<file path="src/rtl/ccr_pkg.sv">
package ccr_pkg;
    localparam int CCR_W  = 8;
    localparam int DATA_W = 32;
    localparam int BIT_I  = 7;
    localparam int BIT_UI = 6;
    localparam int BIT_H  = 5;
    localparam int BIT_U  = 4;
    localparam int BIT_N  = 3;
    localparam int BIT_Z  = 2;
    localparam int BIT_V  = 1;
    localparam int BIT_C  = 0;
    // half-carry sits four bits below the sign bit at every size
    localparam int HC_BELOW_MSB = 4;

    typedef enum logic [1:0] {SZ_BYTE = 2'd0, SZ_WORD = 2'd1, SZ_LONG = 2'd2, SZ_RSVD = 2'd3} opsize_e;
    typedef enum logic [1:0] {CLS_ARITH = 2'd0, CLS_LOGIC = 2'd1, CLS_NONE = 2'd2, CLS_RSVD = 2'd3} opclass_e;
    typedef enum logic [2:0] {SW_NONE = 3'd0, SW_LOAD = 3'd1, SW_AND = 3'd2, SW_OR = 3'd3,
                              SW_XOR = 3'd4, SW_R5 = 3'd5, SW_R6 = 3'd6, SW_R7 = 3'd7} swop_e;
    typedef enum logic [1:0] {UPD_HOLD, UPD_SOFTWARE, UPD_ARITH, UPD_LOGIC} upd_e;

    typedef struct packed {
        logic h;
        logic n;
        logic z;
        logic v;
        logic c;
    } alu_flags_t;
endpackage

</file>
<file path="src/rtl/ccr_flag_calc.sv">
module ccr_flag_calc
    import ccr_pkg::*;
#(
    parameter int DW = DATA_W
) (
    input  logic [1:0]    size_i,
    input  logic [DW-1:0] result_i,
    input  logic [DW-1:0] carry_i,
    output alu_flags_t    flags_o
);
    localparam int MSB_IDX_W = $clog2(DW);

    logic [MSB_IDX_W-1:0] msb;
    logic [DW-1:0]        width_mask;
    logic                 zero;

    always_comb begin
        unique case (opsize_e'(size_i))
            SZ_BYTE: msb = MSB_IDX_W'(7);
            SZ_WORD: msb = MSB_IDX_W'(15);
            default: msb = MSB_IDX_W'(DW - 1);
        endcase
    end

    // mask of the bits that belong to the active size
    for (genvar k = 0; k < DW; k++) begin : g_mask
        assign width_mask[k] = (k <= int'(msb));
    end

    assign zero = ((result_i & width_mask) == '0);

    always_comb begin
        flags_o.h = carry_i[msb - MSB_IDX_W'(HC_BELOW_MSB)];
        flags_o.n = result_i[msb];
        flags_o.z = zero;
        flags_o.c = carry_i[msb];
        flags_o.v = carry_i[msb] ^ carry_i[msb - MSB_IDX_W'(1)];
    end

    // a value that is zero at the size cannot have its sign bit set
    always_comb begin
        assert_zero_not_neg_R6: assert (!(flags_o.z && flags_o.n));
    end
endmodule

</file>
<file path="src/rtl/ccr_irq_gate.sv">
module ccr_irq_gate (
    input  logic mask_i,
    input  logic req_i,
    input  logic nmi_i,
    output logic accept_o
);
    assign accept_o = req_i & (nmi_i | ~mask_i);
endmodule

</file>
<file path="src/rtl/ccr_unit.sv">
module ccr_unit
    import ccr_pkg::*;
(
    input  logic        clk,
    input  logic        rst_n,
    input  logic [1:0]  alu_size,
    input  logic [1:0]  alu_class,
    input  logic        flag_we,
    input  logic [31:0] alu_result,
    input  logic [31:0] carry_vec,
    input  logic [2:0]  sw_op,
    input  logic [7:0]  sw_imm,
    input  logic        exc_entry,
    input  logic        irq_req,
    input  logic        irq_nmi,
    output logic [7:0]  ccr_q,
    output logic        irq_accept,
    output logic        flag_n,
    output logic        flag_z,
    output logic        flag_v,
    output logic        flag_c
);
    localparam logic [CCR_W-1:0] CCR_RESET = CCR_W'(1) << BIT_I;

    alu_flags_t       alu_flags;
    upd_e             upd_sel;
    logic             sw_active;
    logic [CCR_W-1:0] ccr_d;

    ccr_flag_calc #(.DW(DATA_W)) u_flags (
        .size_i  (alu_size),
        .result_i(alu_result),
        .carry_i (carry_vec),
        .flags_o (alu_flags)
    );

    ccr_irq_gate u_irq (
        .mask_i  (ccr_q[BIT_I]),
        .req_i   (irq_req),
        .nmi_i   (irq_nmi),
        .accept_o(irq_accept)
    );

    assign sw_active = (sw_op >= 3'(SW_LOAD)) && (sw_op <= 3'(SW_XOR));

    // choose the update source
    always_comb begin
        if (sw_active)
            upd_sel = UPD_SOFTWARE;
        else if (flag_we && opclass_e'(alu_class) == CLS_ARITH)
            upd_sel = UPD_ARITH;
        else if (flag_we && opclass_e'(alu_class) == CLS_LOGIC)
            upd_sel = UPD_LOGIC;
        else
            upd_sel = UPD_HOLD;
    end

    // next value of the word
    always_comb begin
        ccr_d = ccr_q;
        unique case (upd_sel)
            UPD_SOFTWARE: begin
                unique case (swop_e'(sw_op))
                    SW_LOAD: ccr_d = sw_imm;
                    SW_AND:  ccr_d = ccr_q & sw_imm;
                    SW_OR:   ccr_d = ccr_q | sw_imm;
                    SW_XOR:  ccr_d = ccr_q ^ sw_imm;
                    default: ccr_d = ccr_q;
                endcase
            end
            UPD_ARITH: begin
                ccr_d[BIT_H] = alu_flags.h;
                ccr_d[BIT_N] = alu_flags.n;
                ccr_d[BIT_Z] = alu_flags.z;
                ccr_d[BIT_V] = alu_flags.v;
                ccr_d[BIT_C] = alu_flags.c;
            end
            UPD_LOGIC: begin
                ccr_d[BIT_N] = alu_flags.n;
                ccr_d[BIT_Z] = alu_flags.z;
                ccr_d[BIT_V] = 1'b0;
            end
            UPD_HOLD: ccr_d = ccr_q;
            default:  ccr_d = ccr_q;
        endcase
        if (exc_entry) ccr_d[BIT_I] = 1'b1;
    end

    always_ff @(posedge clk or negedge rst_n) begin
        if (!rst_n) ccr_q <= CCR_RESET;
        else        ccr_q <= ccr_d;
    end

    assign flag_n = ccr_q[BIT_N];
    assign flag_z = ccr_q[BIT_Z];
    assign flag_v = ccr_q[BIT_V];
    assign flag_c = ccr_q[BIT_C];

    assert_exc_sets_mask_R3: assert property (@(posedge clk) disable iff (!rst_n)
        exc_entry |=> ccr_q[BIT_I]);

    assert_nmi_passes_R4: assert property (@(posedge clk) disable iff (!rst_n)
        (irq_req && irq_nmi) |-> irq_accept);

    assert_mask_blocks_R4: assert property (@(posedge clk) disable iff (!rst_n)
        (irq_req && !irq_nmi && ccr_q[BIT_I]) |-> !irq_accept);

    assert_user_bits_hold_R11: assert property (@(posedge clk) disable iff (!rst_n)
        !sw_active |=> (ccr_q[BIT_UI] == $past(ccr_q[BIT_UI])) && (ccr_q[BIT_U] == $past(ccr_q[BIT_U])));

    assert_logic_clears_v_R8: assert property (@(posedge clk) disable iff (!rst_n)
        (!sw_active && flag_we && alu_class == 2'd1) |=> !ccr_q[BIT_V]);
endmodule

</file>
<file path="config.mk">
export PLATFORM = sky130hd
export DESIGN_NAME = ccr_unit
export DESIGN_NICKNAME = d
export VERILOG_FILES = /design/src/rtl/ccr_pkg.sv /design/src/rtl/ccr_flag_calc.sv /design/src/rtl/ccr_irq_gate.sv /design/src/rtl/ccr_unit.sv
export SDC_FILE = /design/constraint.sdc
export NUM_CORES = 1
export LEC_CHECK = 0
export BUFFER_PORTS_ARGS = -buffer_cell sky130_fd_sc_hd__buf_2
export CAP_MARGIN = 20
export CORE_ASPECT_RATIO = 1.1
export CORE_MARGIN = 2
export CORE_UTILIZATION = 36
export CTS_BUF_LIST = sky130_fd_sc_hd__clkbuf_2
export DETAILED_ROUTE_END_ITERATION = 8
export PLACE_DENSITY = 0.79
export SYNTH_ARGS = -nofsm -noshare
export SYNTH_HDL_FRONTEND = slang
export SYNTH_SLANG_ARGS = --single-unit
</file>
<file path="constraint.sdc">
create_clock -name clk -period 1.55 [get_ports clk]
set_input_delay 0 -clock clk [delete_from_list [all_inputs] [get_ports clk]]
set_output_delay 0 -clock clk [all_outputs]
set_load 0.1 [all_outputs]
</file>
==> impl_summary.log <==
[metrics] Root Buffer: clkbuf_2
[metrics] largest net degree at the start of global routing: 16
[metrics] start-to-end type of the worst setup path: reg2reg
[metrics] post-synth top area share: 17.37%
[metrics] number of antenna-violating nets in the routed design: 0
[metrics] top area cells in the synthesized netlist: ha_1, dfrtp_1, inv_1
[metrics] I/O pin count: 98
[metrics] number of H-tree levels: 1
[metrics] worst stage delay on the critical path: 0.55 ns
[metrics] part of the Yosys area used for sequential elements: 17.48%
[metrics] worst-margin pin slew: 0.5276 ns
[metrics] initial DRC count: 35
[metrics] number of nets in the synthesized netlist: 252
[metrics] Placer Congestion: 0.7575
[metrics] Avg WL per Cell: 12.59 µm
[metrics] initial cell density of the core: 37.81%
[metrics] diodes inserted: 0
[metrics] # rows: 21
[metrics] slowest stage cell on the critical path: dfstp_2
[metrics] setup slack at placement: -0.04599 ns
[metrics] nature of the critical path startpoint: flip-flop
[metrics] Power Dens Cells: 778.0 nW/µm²
[metrics] total clock buffers created by CTS: 3
[metrics] number of distinct library cells after synthesis: 42
[metrics] largest area contributor in the synthesized netlist: ha_1
[metrics] kind of cell adding the most delay to the critical path: flip-flops
[metrics] Worst Setup End Kind: flip-flop
[metrics] time the worst path needs with I/O delays and setup: 1.627 ns
[metrics] setup violators final: 1
[metrics] core outline area: 3048 µm²
[metrics] Area growth, synth to finish: 38.22%
[metrics] number of cells on the worst reg-to-reg path: 6
[metrics] Die Area: 3670 µm²
[metrics] Slew HR: 64.75%
[metrics] vias in the first global route: 1,327
[metrics] Reg-to-Reg Start: ccr_q[7]
[metrics] clock latency of the later-clocked register in the worst-skew pair: 0.27 ns
[metrics] Chip Width: 57.95 µm
[metrics] number of detailed-routing iterations run before antenna repair: 4
[metrics] number of flops mapped to enable cells by yosys: 0
[metrics] number of buffers between clock root and the deepest sink: 2
[metrics] ys async rst share: 100.0%
[metrics] fillers: 320
[metrics] sum of overflow across all layers after global routing: 0
[metrics] clock transition at the registers of the reported paths: 0.11 ns
[metrics] most frequent cells after synthesis: inv_1, ha_1, a21oi_1
[metrics] leakage power: 0.8335 nW
[metrics] Total GRT Usage: 17.71%
[metrics] library cell with the highest instance count after synthesis: inv_1
[metrics] total number of yosys warnings: 0
[metrics] Largest register FFs: 8
[metrics] total half-perimeter wirelength after legalization and detailed placement: 2.718 mm
[metrics] setup TNS: -0.07746 ns
[metrics] Nets: 327
[metrics] reported max-cap violation count: 0
[metrics] combined buffer and inverter count along the critical path: 1
[metrics] Hold Fails Final Rpt: 1
[metrics] violations in the final reports: hold timing, setup timing
[metrics] critical path endpoint: ccr_q[7]
[metrics] Max IR drop VDD: 0.4011 mV
[metrics] Max Clock Skew: 0 ns
[metrics] Final Cycle Share: 105.0%
[metrics] depth of the critical timing path with buffers and inverters included: 6
[metrics] register with the highest flop count: ccr_q
[metrics] data arrival at the endpoint of the critical path: 1.84 ns
[metrics] layout cells sized above 1: 41.78%
[metrics] tightest hold margin: -0.005408 ns
[metrics] die height: 63.34 µm
[metrics] vias per cell: 5.185
[metrics] Worst Setup SP: ccr_q[7]
[metrics] count of final max-slew check failures: 0
[metrics] Power, Total: 1.239 mW
[metrics] register-to-register setup slack: -0.08 ns
[metrics] maximum fanout along the worst path: 2
[metrics] unrepaired setup endpoints after global routing: true
[metrics] global-route wire length before repair: 5.223 mm
[metrics] DR DRC count: 0
[metrics] Detailed Route WL: 3.260 mm
[metrics] Avg Cell Area, Syn: 7.631 µm²
[metrics] TritonCTS clock tree: yes
[metrics] reg2reg end: ccr_q[7]
[metrics] main flop type after synthesis: dfrtp_1
[metrics] worst hold start: sw_imm[4]
[metrics] clock sink count: 8
[metrics] HP Class: in2reg
[metrics] antenna violations before repair: 0
[metrics] Regs by FF count: ccr_q (8)
[metrics] Setup WS post-layout: -0.07746 ns
[metrics] area of the mapped netlist: 1152 µm²
[metrics] Port Buf Inserts: 74
[metrics] Max Clock Freq: 614.5 MHz
[metrics] CP required: 1.76 ns
[metrics] Syn Inst Count: 151
[metrics] total number of vias: 1,343
[metrics] #FFs+latches synth: 8
[metrics] ordered list of cells on the worst path: inv_2, ha_4, or3b_1, a21oi_2, o22ai_1, a21o_1
[metrics] outcome: finished, violations left
-- layout make-up --
class / count / area [µm²] / area share (%)
Inverter: 19 / 71.32 / 4.478
Tap cell: 34 / 42.54 / 2.671
Sequential cell: 8 / 210.2 / 13.20
Multi-Input combinational cell: 113 / 818.3 / 51.37
Timing Repair Buffer: 81 / 430.4 / 27.02
Clock buffer: 4 / 20.02 / 1.257
-- stage by stage --
stage	instances	instance area, µm²	util, %
after floorplan	151	1174	-
after global placement	252	1539	50.49
after detailed placement	252	1539	50.49
after CTS	259	1589	52.13
after global routing	259	1593	52.26
final	259	1593	52.26
-- per-layer routing --
| metal | up-vias | share of wire (%) | track usage [%] |
|---|---|---|---|
| met3 | 5 | 7.9 | 1.643 |
| met5 | - | 0 | 0 |
| li1 | 682 | - | - |
| met4 | 0 | 1.1 | 7.267 |
| met1 | 591 | 42 | 19.97 |
| met2 | 65 | 49 | 32.95 |
-- logic make-up (layout without fill, tap and decap cells) --
group | count (synthesis) | count (layout) | share of synthesized area, %
AO/OA/AOI/OAI | 46 | 46 | 26.60
XOR/XNOR | 1 | 1 | 0.7602
adder cells (fa/ha/maj) | 16 | 16 | 17.37
buffers and inverters | 30 | 104 | 12.92
flip-flops | 8 | 8 | 17.48
multiplexers | 5 | 5 | 4.343
AND/OR/NAND/NOR | 45 | 45 | 20.52
-- worst reg2reg max path: stages, from the launching register on --
cell and delay, ns:
dfstp_2 0.55, inv_2 0.05, ha_4 0.19, or3b_1 0.37, a21oi_2 0.16, o22ai_1 0.08
a21o_1 0.16
-- power breakdown --
part           internal (mW)  switching, mW
combinational          0.215          0.576
clock                 0.0684          0.101
sequential             0.247         0.0315
-- worst min path at each step --
stage                     endpoint  slack [ns]  cells past startpoint
after floorplan           ccr_q[0]       -0.30                      0
after global placement    ccr_q[4]       -0.14                      1
after detailed placement  ccr_q[4]       -0.13                      1
after CTS                 ccr_q[4]        0.01                      3
after global routing      ccr_q[4]        0.02                      3
final                     ccr_q[4]      -0.005                      3
-- cells in the final DEF, fill, tap and decap left out, types with 2 or more instances in the layout --
cell type | netlist | final
o21ai_1 | 2 | 2
mux2i_1 | 5 | 5
or3b_1 | 2 | 2
nor4_1 | 8 | 8
inv_1 | 19 | 18
ha_1 | 16 | 15
o22a_1 | 2 | 2
clkbuf_2 | 0 | 4
dfrtp_2 | 0 | 7
nor2_1 | 12 | 12
nand2_1 | 9 | 9
o21ai_0 | 6 | 6
nand2b_1 | 4 | 4
dlygate4sd3_1 | 0 | 3
a21oi_1 | 14 | 13
buf_4 | 7 | 4
o22ai_1 | 5 | 5
nor2b_1 | 5 | 5
o21a_1 | 2 | 2
buf_2 | 2 | 74
-- repair_timing --
action | in CTS | in global routing
resized for setup | 0 | 1
hold endpoints to repair | 10 | 0
setup endpoints to repair | 1 | 1
cloned | 0 | 0
hold buffers | 3 | 0
pin swaps | 0 | 3
setup buffers | 0 | 0
Note: power is estimated with default switching activity, not from simulation.
